**src/rtl/rxd_pkg.sv**
```systemverilog
package rxd_pkg;

    typedef enum logic [3:0] {
        S_IDLE,
        S_RQ_STAT,
        S_CHK_OWN,
        S_GET_CTRL,
        S_GET_BUF1,
        S_GET_BUF2,
        S_RECV,
        S_DROP,
        S_WBACK
    } rxd_state_e;

    localparam int LEN_W   = 14;
    localparam int CAP_W   = 11;
    localparam int ERR_W   = 6;

    localparam int OWN_BIT   = 31;
    localparam int IRQD_BIT  = 31;
    localparam int EOR_BIT   = 25;
    localparam int CHAIN_BIT = 24;

endpackage

```
**src/rtl/rxd_status_pack.sv**
```systemverilog
module rxd_status_pack
    import rxd_pkg::*;
(
    input  logic [LEN_W-1:0] len_i,
    input  logic [ERR_W-1:0] err_i,
    input  logic             trunc_i,
    output logic [31:0]      word_o
);

    always_comb begin
        word_o          = '0;
        word_o[29:16]   = len_i;
        word_o[9]       = 1'b1;
        word_o[8]       = 1'b1;
        word_o[1]       = err_i[0];
        word_o[2]       = err_i[1];
        word_o[3]       = err_i[2];
        word_o[4]       = err_i[3];
        word_o[11]      = err_i[4];
        word_o[12]      = err_i[5];
        word_o[14]      = trunc_i;
        word_o[15]      = trunc_i | (|err_i);
        word_o[OWN_BIT] = 1'b0;
    end

endmodule

```
**src/rtl/rxd_ring_ptr.sv**
```systemverilog
module rxd_ring_ptr #(
    parameter int          DM_AW     = 8,
    parameter int unsigned RING_BASE = 0
) (
    input  logic             clk,
    input  logic             rst_n,
    input  logic             advance_i,
    input  logic             eor_i,
    input  logic             chain_i,
    input  logic [DM_AW-1:0] link_i,
    output logic [DM_AW-1:0] ptr_o
);

    localparam logic [DM_AW-1:0] BASE_W = DM_AW'(RING_BASE);
    localparam logic [DM_AW-1:0] STRIDE = DM_AW'(4);

    logic [DM_AW-1:0] ptr_q;
    logic [DM_AW-1:0] ptr_nx;

    always_comb begin
        if (eor_i)        ptr_nx = BASE_W;
        else if (chain_i) ptr_nx = link_i;
        else              ptr_nx = ptr_q + STRIDE;
    end

    always_ff @(posedge clk or negedge rst_n) begin
        if (!rst_n)         ptr_q <= BASE_W;
        else if (advance_i) ptr_q <= ptr_nx;
    end

    assign ptr_o = ptr_q;

endmodule

```
**src/rtl/rxd_ring_writer.sv**
```systemverilog
module rxd_ring_writer
    import rxd_pkg::*;
#(
    parameter int          DM_AW     = 8,
    parameter int          MISS_W    = 8,
    parameter int unsigned RING_BASE = 0
) (
    input  logic              clk,
    input  logic              rst_n,
    input  logic              rx_valid,
    input  logic [7:0]        rx_data,
    input  logic              rx_last,
    input  logic [ERR_W-1:0]  rx_err,
    output logic              rx_ready,
    output logic              dm_req,
    output logic              dm_we,
    output logic [DM_AW-1:0]  dm_addr,
    output logic [31:0]       dm_wdata,
    input  logic [31:0]       dm_rdata,
    output logic              bw_valid,
    output logic [31:0]       bw_addr,
    output logic [7:0]        bw_data,
    output logic              irq,
    output logic              bu_flag,
    output logic [MISS_W-1:0] missed_cnt
);

    localparam logic [DM_AW-1:0] OFS1 = DM_AW'(1);
    localparam logic [DM_AW-1:0] OFS2 = DM_AW'(2);
    localparam logic [DM_AW-1:0] OFS3 = DM_AW'(3);

    rxd_state_e state_q, state_d;

    logic [DM_AW-1:0]  ptr;
    logic [CAP_W-1:0]  cap_q;
    logic              eor_q, chain_q, irqd_q;
    logic [31:0]       buf1_q;
    logic [DM_AW-1:0]  link_q;
    logic [LEN_W-1:0]  len_q;
    logic              trunc_q;
    logic [ERR_W-1:0]  err_q;
    logic              irq_q, bu_q;
    logic [MISS_W-1:0] miss_q;
    logic [31:0]       stat_word;
    logic              in_stream, take, room;

    assign in_stream = (state_q == S_RECV) || (state_q == S_DROP);
    assign take      = rx_valid && in_stream;
    assign room      = len_q < LEN_W'(cap_q);

    // State register
    always_ff @(posedge clk or negedge rst_n) begin
        if (!rst_n) state_q <= S_IDLE;
        else        state_q <= state_d;
    end

    // Next-state logic
    always_comb begin
        state_d = state_q;
        unique case (state_q)
            S_IDLE:     if (rx_valid) state_d = S_RQ_STAT;
            S_RQ_STAT:  state_d = S_CHK_OWN;
            S_CHK_OWN:  state_d = dm_rdata[OWN_BIT] ? S_GET_CTRL : S_DROP;
            S_GET_CTRL: state_d = S_GET_BUF1;
            S_GET_BUF1: state_d = S_GET_BUF2;
            S_GET_BUF2: state_d = S_RECV;
            S_RECV:     if (take && rx_last) state_d = S_WBACK;
            S_DROP:     if (take && rx_last) state_d = S_IDLE;
            S_WBACK:    state_d = S_IDLE;
            default:    state_d = S_IDLE;
        endcase
    end

    // Descriptor fields and frame accumulators
    always_ff @(posedge clk or negedge rst_n) begin
        if (!rst_n) begin
            cap_q   <= '0;
            eor_q   <= 1'b0;
            chain_q <= 1'b0;
            irqd_q  <= 1'b0;
            buf1_q  <= '0;
            link_q  <= '0;
            len_q   <= '0;
            trunc_q <= 1'b0;
            err_q   <= '0;
        end else begin
            unique case (state_q)
                S_IDLE: begin
                    len_q   <= '0;
                    trunc_q <= 1'b0;
                end
                S_GET_CTRL: begin
                    cap_q   <= dm_rdata[CAP_W-1:0];
                    eor_q   <= dm_rdata[EOR_BIT];
                    chain_q <= dm_rdata[CHAIN_BIT];
                    irqd_q  <= dm_rdata[IRQD_BIT];
                end
                S_GET_BUF1: buf1_q <= dm_rdata;
                S_GET_BUF2: link_q <= dm_rdata[DM_AW+1:2];
                S_RECV: if (take) begin
                    len_q <= len_q + 1'b1;
                    if (!room) trunc_q <= 1'b1;
                    if (rx_last) err_q <= rx_err;
                end
                default: ;
            endcase
        end
    end

    // Event pulses and missed-frame count
    always_ff @(posedge clk or negedge rst_n) begin
        if (!rst_n) begin
            irq_q  <= 1'b0;
            bu_q   <= 1'b0;
            miss_q <= '0;
        end else begin
            irq_q <= (state_q == S_WBACK) && !irqd_q;
            bu_q  <= (state_q == S_DROP) && take && rx_last;
            if ((state_q == S_DROP) && take && rx_last) miss_q <= miss_q + 1'b1;
        end
    end

    rxd_status_pack u_pack (
        .len_i   (len_q),
        .err_i   (err_q),
        .trunc_i (trunc_q),
        .word_o  (stat_word)
    );

    rxd_ring_ptr #(
        .DM_AW     (DM_AW),
        .RING_BASE (RING_BASE)
    ) u_ptr (
        .clk       (clk),
        .rst_n     (rst_n),
        .advance_i (state_q == S_WBACK),
        .eor_i     (eor_q),
        .chain_i   (chain_q),
        .link_i    (link_q),
        .ptr_o     (ptr)
    );

    // Outputs
    always_comb begin
        rx_ready = in_stream;
        dm_req   = 1'b0;
        dm_we    = 1'b0;
        dm_addr  = ptr;
        dm_wdata = '0;
        bw_valid = 1'b0;
        bw_addr  = buf1_q + 32'(len_q);
        bw_data  = rx_data;
        unique case (state_q)
            S_RQ_STAT:  dm_req = 1'b1;
            S_CHK_OWN: begin
                dm_req  = dm_rdata[OWN_BIT];
                dm_addr = ptr + OFS1;
            end
            S_GET_CTRL: begin
                dm_req  = 1'b1;
                dm_addr = ptr + OFS2;
            end
            S_GET_BUF1: begin
                dm_req  = 1'b1;
                dm_addr = ptr + OFS3;
            end
            S_RECV:     bw_valid = rx_valid && room;
            S_WBACK: begin
                dm_req   = 1'b1;
                dm_we    = 1'b1;
                dm_wdata = stat_word;
            end
            default: ;
        endcase
    end

    assign irq        = irq_q;
    assign bu_flag    = bu_q;
    assign missed_cnt = miss_q;

endmodule

```
**config.mk**
```make
export PLATFORM = sky130hd
export DESIGN_NAME = rxd_ring_writer
export DESIGN_NICKNAME = d
export VERILOG_FILES = /design/src/rtl/rxd_pkg.sv /design/src/rtl/rxd_status_pack.sv /design/src/rtl/rxd_ring_ptr.sv /design/src/rtl/rxd_ring_writer.sv
export SDC_FILE = /design/constraint.sdc
export NUM_CORES = 1
export LEC_CHECK = 0
export BUFFER_PORTS_ARGS = -buffer_cell sky130_fd_sc_hd__buf_2
export CELL_PAD_IN_SITES_DETAIL_PLACEMENT = 1
export CELL_PAD_IN_SITES_GLOBAL_PLACEMENT = 1
export CORE_AREA = 2 2 119 121
export CTS_CLUSTER_SIZE = 16
export DETAILED_ROUTE_END_ITERATION = 8
export DIE_AREA = 0 0 121 123
export GPL_ROUTABILITY_DRIVEN = 1
export PLACE_DENSITY_LB_ADDON = 0.1
export REMOVE_ABC_BUFFERS = 1
export SETUP_SLACK_MARGIN = 0.02
export SLEW_MARGIN = 15
export SYNTH_ARGS = -nofsm -noshare
export SYNTH_HDL_FRONTEND = slang
export SYNTH_SLANG_ARGS = --single-unit
export TNS_END_PERCENT = 100
```
**constraint.sdc**
```tcl
create_clock -name clk -period 4.23 [get_ports clk]
set_clock_uncertainty 0.2 [all_clocks]
set_input_delay 0 -clock clk [delete_from_list [all_inputs] [get_ports clk]]
set_output_delay 0 -clock clk [all_outputs]
set_load 0.03 [all_outputs]
```
Yosys cells after proc, flatten, opt, wreduce, memory -nomap -nowiden:

Cells that the tools add are included.

* register bits: 97
* input port bits: 50
* output and inout port bits: 94
* word-level logic and storage cells: 69

* add/sub/neg operators: 7
* magnitude comparators: 1
* equal/unequal tests: 13
* multiplexer cells: 17
* bitwise operators: 1
* reductions and logical operators: 16

Operators by type and width (number)
* $add 32x14->32: 1
* $pmux 4 s8: 1
* $mux 30: 1
* $pmux 14 s2: 1
* $pmux 8 s3: 1
* $add 8x1->8 const B: 2
* $add 8x2->8 const B: 2
* $eq 4x3->1 const B: 4
* $mux 8: 2
* $add 14x1->14 const B: 1
* $lt 14x11->1: 1
* $mux 14: 1
* $mux 4: 3
* $reduce_and 3->1: 3
* $add 8x3->8 const B: 1
* $eq 4x2->1 const B: 2
* $logic_and 1x1->1: 6
* $ne 2x2->1 const B: 3
* $reduce_or 6->1: 1
* $eq 4x1->1 const B: 1
* $eq 4x4->1 const B: 1
* $logic_not 4->1: 1
* $mux 1: 4
* $ne 2x1->1 const B: 2
* other kinds (8): 9

Longest topological paths before layout:

* depth in word-level cells: 6
* mapped depth: 11
* gate-level depth less buffers: 8

Cells and area by module:

Synthesis repeated with hierarchy kept, for this count alone.

* cell total of the unflattened synthesis: 648
* area total of the unflattened synthesis: 6175.9 um2

By module, submodules not included
* rxd_ring_writer: times used 1, cells each 561, area each 5435.2 um2, sequential area each 2227.1 um2
* rxd_ring_ptr: times used 1, cells each 51, area each 485.5 um2, sequential area each 200.2 um2
* rxd_status_pack: times used 1, cells each 36, area each 255.2 um2, sequential area each 0.0 um2

Worst setup path after synthesis:

OpenSTA, ideal clock, no wires.

* kind: register -> output
* from: register len_q[0]
* to: output port bw_addr[22]
* arrival: 2.575 ns
* data required time: 4.030 ns
* setup slack: 1.455 ns
* stages on the path, launching flop included: 10
* buffers on the path: 1
* cell sequence: dfrtp_1 ha_1 fa_1 a211oi_1 o211ai_1 a211oi_1 o21a_1 buf_2 nor3b_1 xor2_1

* word-level cells in the longest chain between the ends: 1

Ends and longest elaborated chain
* start: declaration: RTL line rxd_ring_writer.sv:39 `logic [LEN_W-1:0] len_q;`
* start signal: assignment: RTL line rxd_ring_writer.sv:101 `len_q <= len_q + 1'b1;`
* $add 32x14->32: RTL line rxd_ring_writer.sv:151 `bw_addr = buf1_q + 32'(len_q);`
* end: declaration: RTL line rxd_ring_writer.sv:21 `output logic [31:0] bw_addr,`

Every way passes these cells.

Worst setup path in the final report:

* from: register len_q[0]
* to: output port bw_addr[28]

The elaborated chain is that of the path after synthesis.

==> impl_metrics.yaml <==
grt:
  grt_usage_pct: 22.63
  grt_pass1_vias: 5202
  grt_max_degree: 74
  antenna_found_initial: 0
  overflow: 0
  grt_pass1_wl_um: 26270
sta:
  tightestPinTransition_ns: 0.9656
  relSlewSlack_pct: 35.63
  fin_crit_ns: 3.407
  post-route-worst-setup-slack_ns: 0.8230
  fmax_ghz: 0.2935
  finalSetupViolations: 0
  hold_violations: 0
  setup-tns-final_ns: 0
  min_period_over_period_pct: 80.54
  slew_viol_final: 0
  rsz0062_at_grt: "false"
critical_path:
  crit_fanout: 9
  worstSetupStartpointType: "flop"
  critPathArrivalTime_ns: 3.21
  crit_type: "reg2out"
  reg2reg_slack_ns: 1.16
  crit_required_ns: 4.03
  critPathCaptureType: "primary output"
synth:
  synth.area.top_cells: "dfrtp_1, mux2_2, ha_1"
  synth_edf_count: 0
  syn_inst: 586
  ys_seq_elements: 97
  yosysSeqAreaShare_pct: 41.37
  synth_top_area_share_pct: 41.37
  ys.flop_type: "dfrtp_1"
  synth_top_area_cell: "dfrtp_1"
  netlist_area_sq_um: 5867
  synth_cell_types: 63
  yosysWarnings: 0
  synth_area_per_cell_sq_um: 10.01
  asyncSetResetFlopFracSynth_pct: 100.0
drt:
  wl_per_cell_um: 17.63
  dr.pass1.iters: 4
  antenna_left: 0
  via_per_inst: 5.296
  drt_iter0_markers: 110
  drc: 0
  via_count: 4856
  wirelength_um: 16160
die:
  die_y_um: 123
  rows: 43
  dieArea_sq_um: 14880
  coreArea_sq_um: 13610
  die_width_um: 121
  ios: 144
  initial_core_util_pct: 43.10
clock_network:
  ctsHtreeMaxLevel: 3
  ctsResizeCount: 0
  root_buffer: "clkbuf_16"
  cts_buffers: 9
  cts_tree: "yes"
  clock-sinks: 97
  path_clk_slew_ns: 0.07
  cts_buffer_depth: 2
  clock_latency_ns: 0.35
job:
  cap_violations: 0
power_and_ir_drop:
  peakVddDrop_mv: 0.4634
  cellPowerDensity_nw_per_um2: 653.9
  p_leak_uw: 0.003541
layout:
  stdcell_count: 917
  syn_to_final_growth_pct: 24.80
  fin_util_pct: 53.79
  diodes: 0
  n_fill_cell: 1559
  drive_above_1_share_pct: 27.82
  final_nets: 812
place:
  place_hpwl_um: 11610
  dp.cells: 850
  gp_congestion: 0.8081
  place_ws_ns: 1.189
  portBuffers: 119
outcome:
  outcome: "finished clean"
min_path:
  hp-class: "in2async"
==> cell usage after synthesis, drive strengths merged, types with 15 or more instances <==
master,number
o21ai,42
ha,29
xor2,26
dfrtp,97
a21oi,35
nor2,24
and3,28
nand2,48
mux2,50
clkbuf,16
inv,17
buf,30
nand3,15
xnor2,28
==> state kept, by name, indices dropped and copies added, names as in the netlist <==
register and count:
u_ptr.ptr_o 8, bu_flag 1, missed_cnt 8, irq 1, state_q 4, len_q 14, cap_q 11, chain_q 1
buf1_q 32, irqd_q 1, trunc_q 1, link_q 8, eor_q 1, err_q 6
==> cell families (layout without fill, tap and decap cells) <==
family / Yosys count / after routing / synth area share, %
buf+inv: 63 / 207 / 5.524
flops: 97 / 97 / 41.37
other cells: 1 / 8 / 0.06392
fa+ha+maj: 31 / 31 / 6.718
mux: 52 / 52 / 9.938
compound gates: 113 / 113 / 11.81
xor+xnor: 54 / 54 / 8.062
simple gates: 175 / 175 / 16.51
==> power breakdown <==
part           switching (uW)  leakage [uW]  internal [uW]
logic                    1330       0.00217            905
clock network             369      0.000155            518
registers                 387       0.00122           1280
total                    2090       0.00354           2700
==> cells in the final DEF, fill, tap and decap left out, types with 3 or more instances in the layout <==
cell	netlist	layout
buf_2	10	118
nand2b_1	6	6
or3_1	5	5
mux2_2	50	50
dfrtp_1	97	97
a22oi_1	3	3
nor2_1	23	23
nor3b_1	6	6
ha_1	29	29
clkbuf_16	0	9
buf_4	18	5
xnor2_1	28	28
conb_1	1	8
a21o_1	9	9
xor2_1	26	26
nor4_1	3	3
nor3_1	12	11
a21oi_1	34	34
nand2_1	47	47
nand3_1	15	15
dlygate4sd3_1	0	51
inv_1	17	17
a31oi_1	3	3
o21ai_0	40	40
and3_1	28	28
nor2b_1	3	3
a211oi_1	3	3
nand4_1	8	8
and4_1	3	3
==> worst paths after layout <==
kind	from	endpoint	cells after the start
max	len_q[0]$_DFFE_PN0P_	bw_addr[28]	9
min	rst_n	u_ptr.ptr_o[5]$_DFFE_PN0P_	2
max reg2reg	state_q[3]$_DFFE_PN0P_	u_ptr.ptr_o[7]$_DFFE_PN0P_	6
min reg2reg	irqd_q$_DFFE_PN0P_	irq$_DFF_PN0_	1
max in group asynchronous	rst_n	cap_q[7]$_DFFE_PN0P_	3
min in group clk	rx_err[2]	err_q[2]$_DFFE_PN0P_	3
==> what timing repair did <==
item | in CTS | in global routing
hold buffers | 51 | 0
hold endpoints to repair | 148 | 0
buffers inserted | 0 | 0
==> cell type report <==
type                       count  area, sq um  share of cell area (%)
sequential                    97         2427                   33.15
clock buffer                   9        225.2                   3.076
inverter                      17        63.81                  0.8715
timing repair buffer         174         1139                   15.55
tap                          180        225.2                   3.076
clock inverter                 7        95.09                   1.299
multi-input combinational    433         3147                   42.98
==> stage by stage <==
| step | area, sq um | total power (uW) | hold slack, ns |
|---|---|---|---|
| 6_report | 7322 | 4788 | 0.1292 |
| 5_1_grt | 7322 | 5122 | 0.2115 |
| 4_1_cts | 7322 | 4828 | 0.1741 |
| 3_5_place_dp | 6491 | 3862 | -0.1997 |
| 3_3_place_gp | 6491 | 3765 | -0.1997 |
| 2_1_floorplan | 5633 | 3202 | -0.4956 |
==> metal layers <==
layer	GRT usage (%)	up-vias	part of all wire (%)
met1	28.24	2384	44
met5	0	-	0
met3	3.736	19	4.2
li1	-	2343	-
met4	8.140	0	1.9
met2	39.61	110	50
==> critical path: stages (launching register included) <==
cell	delay, ns
dfrtp_1	0.45
ha_1	0.25
fa_1	0.44
a211oi_1	0.32
o211ai_1	0.20
a211oi_1	0.27
o21a_1	0.39
nand3b_1	0.20
xnor2_1	0.12
buf_2	0.21
No activity file was read; power rests on OpenSTA's default activity.
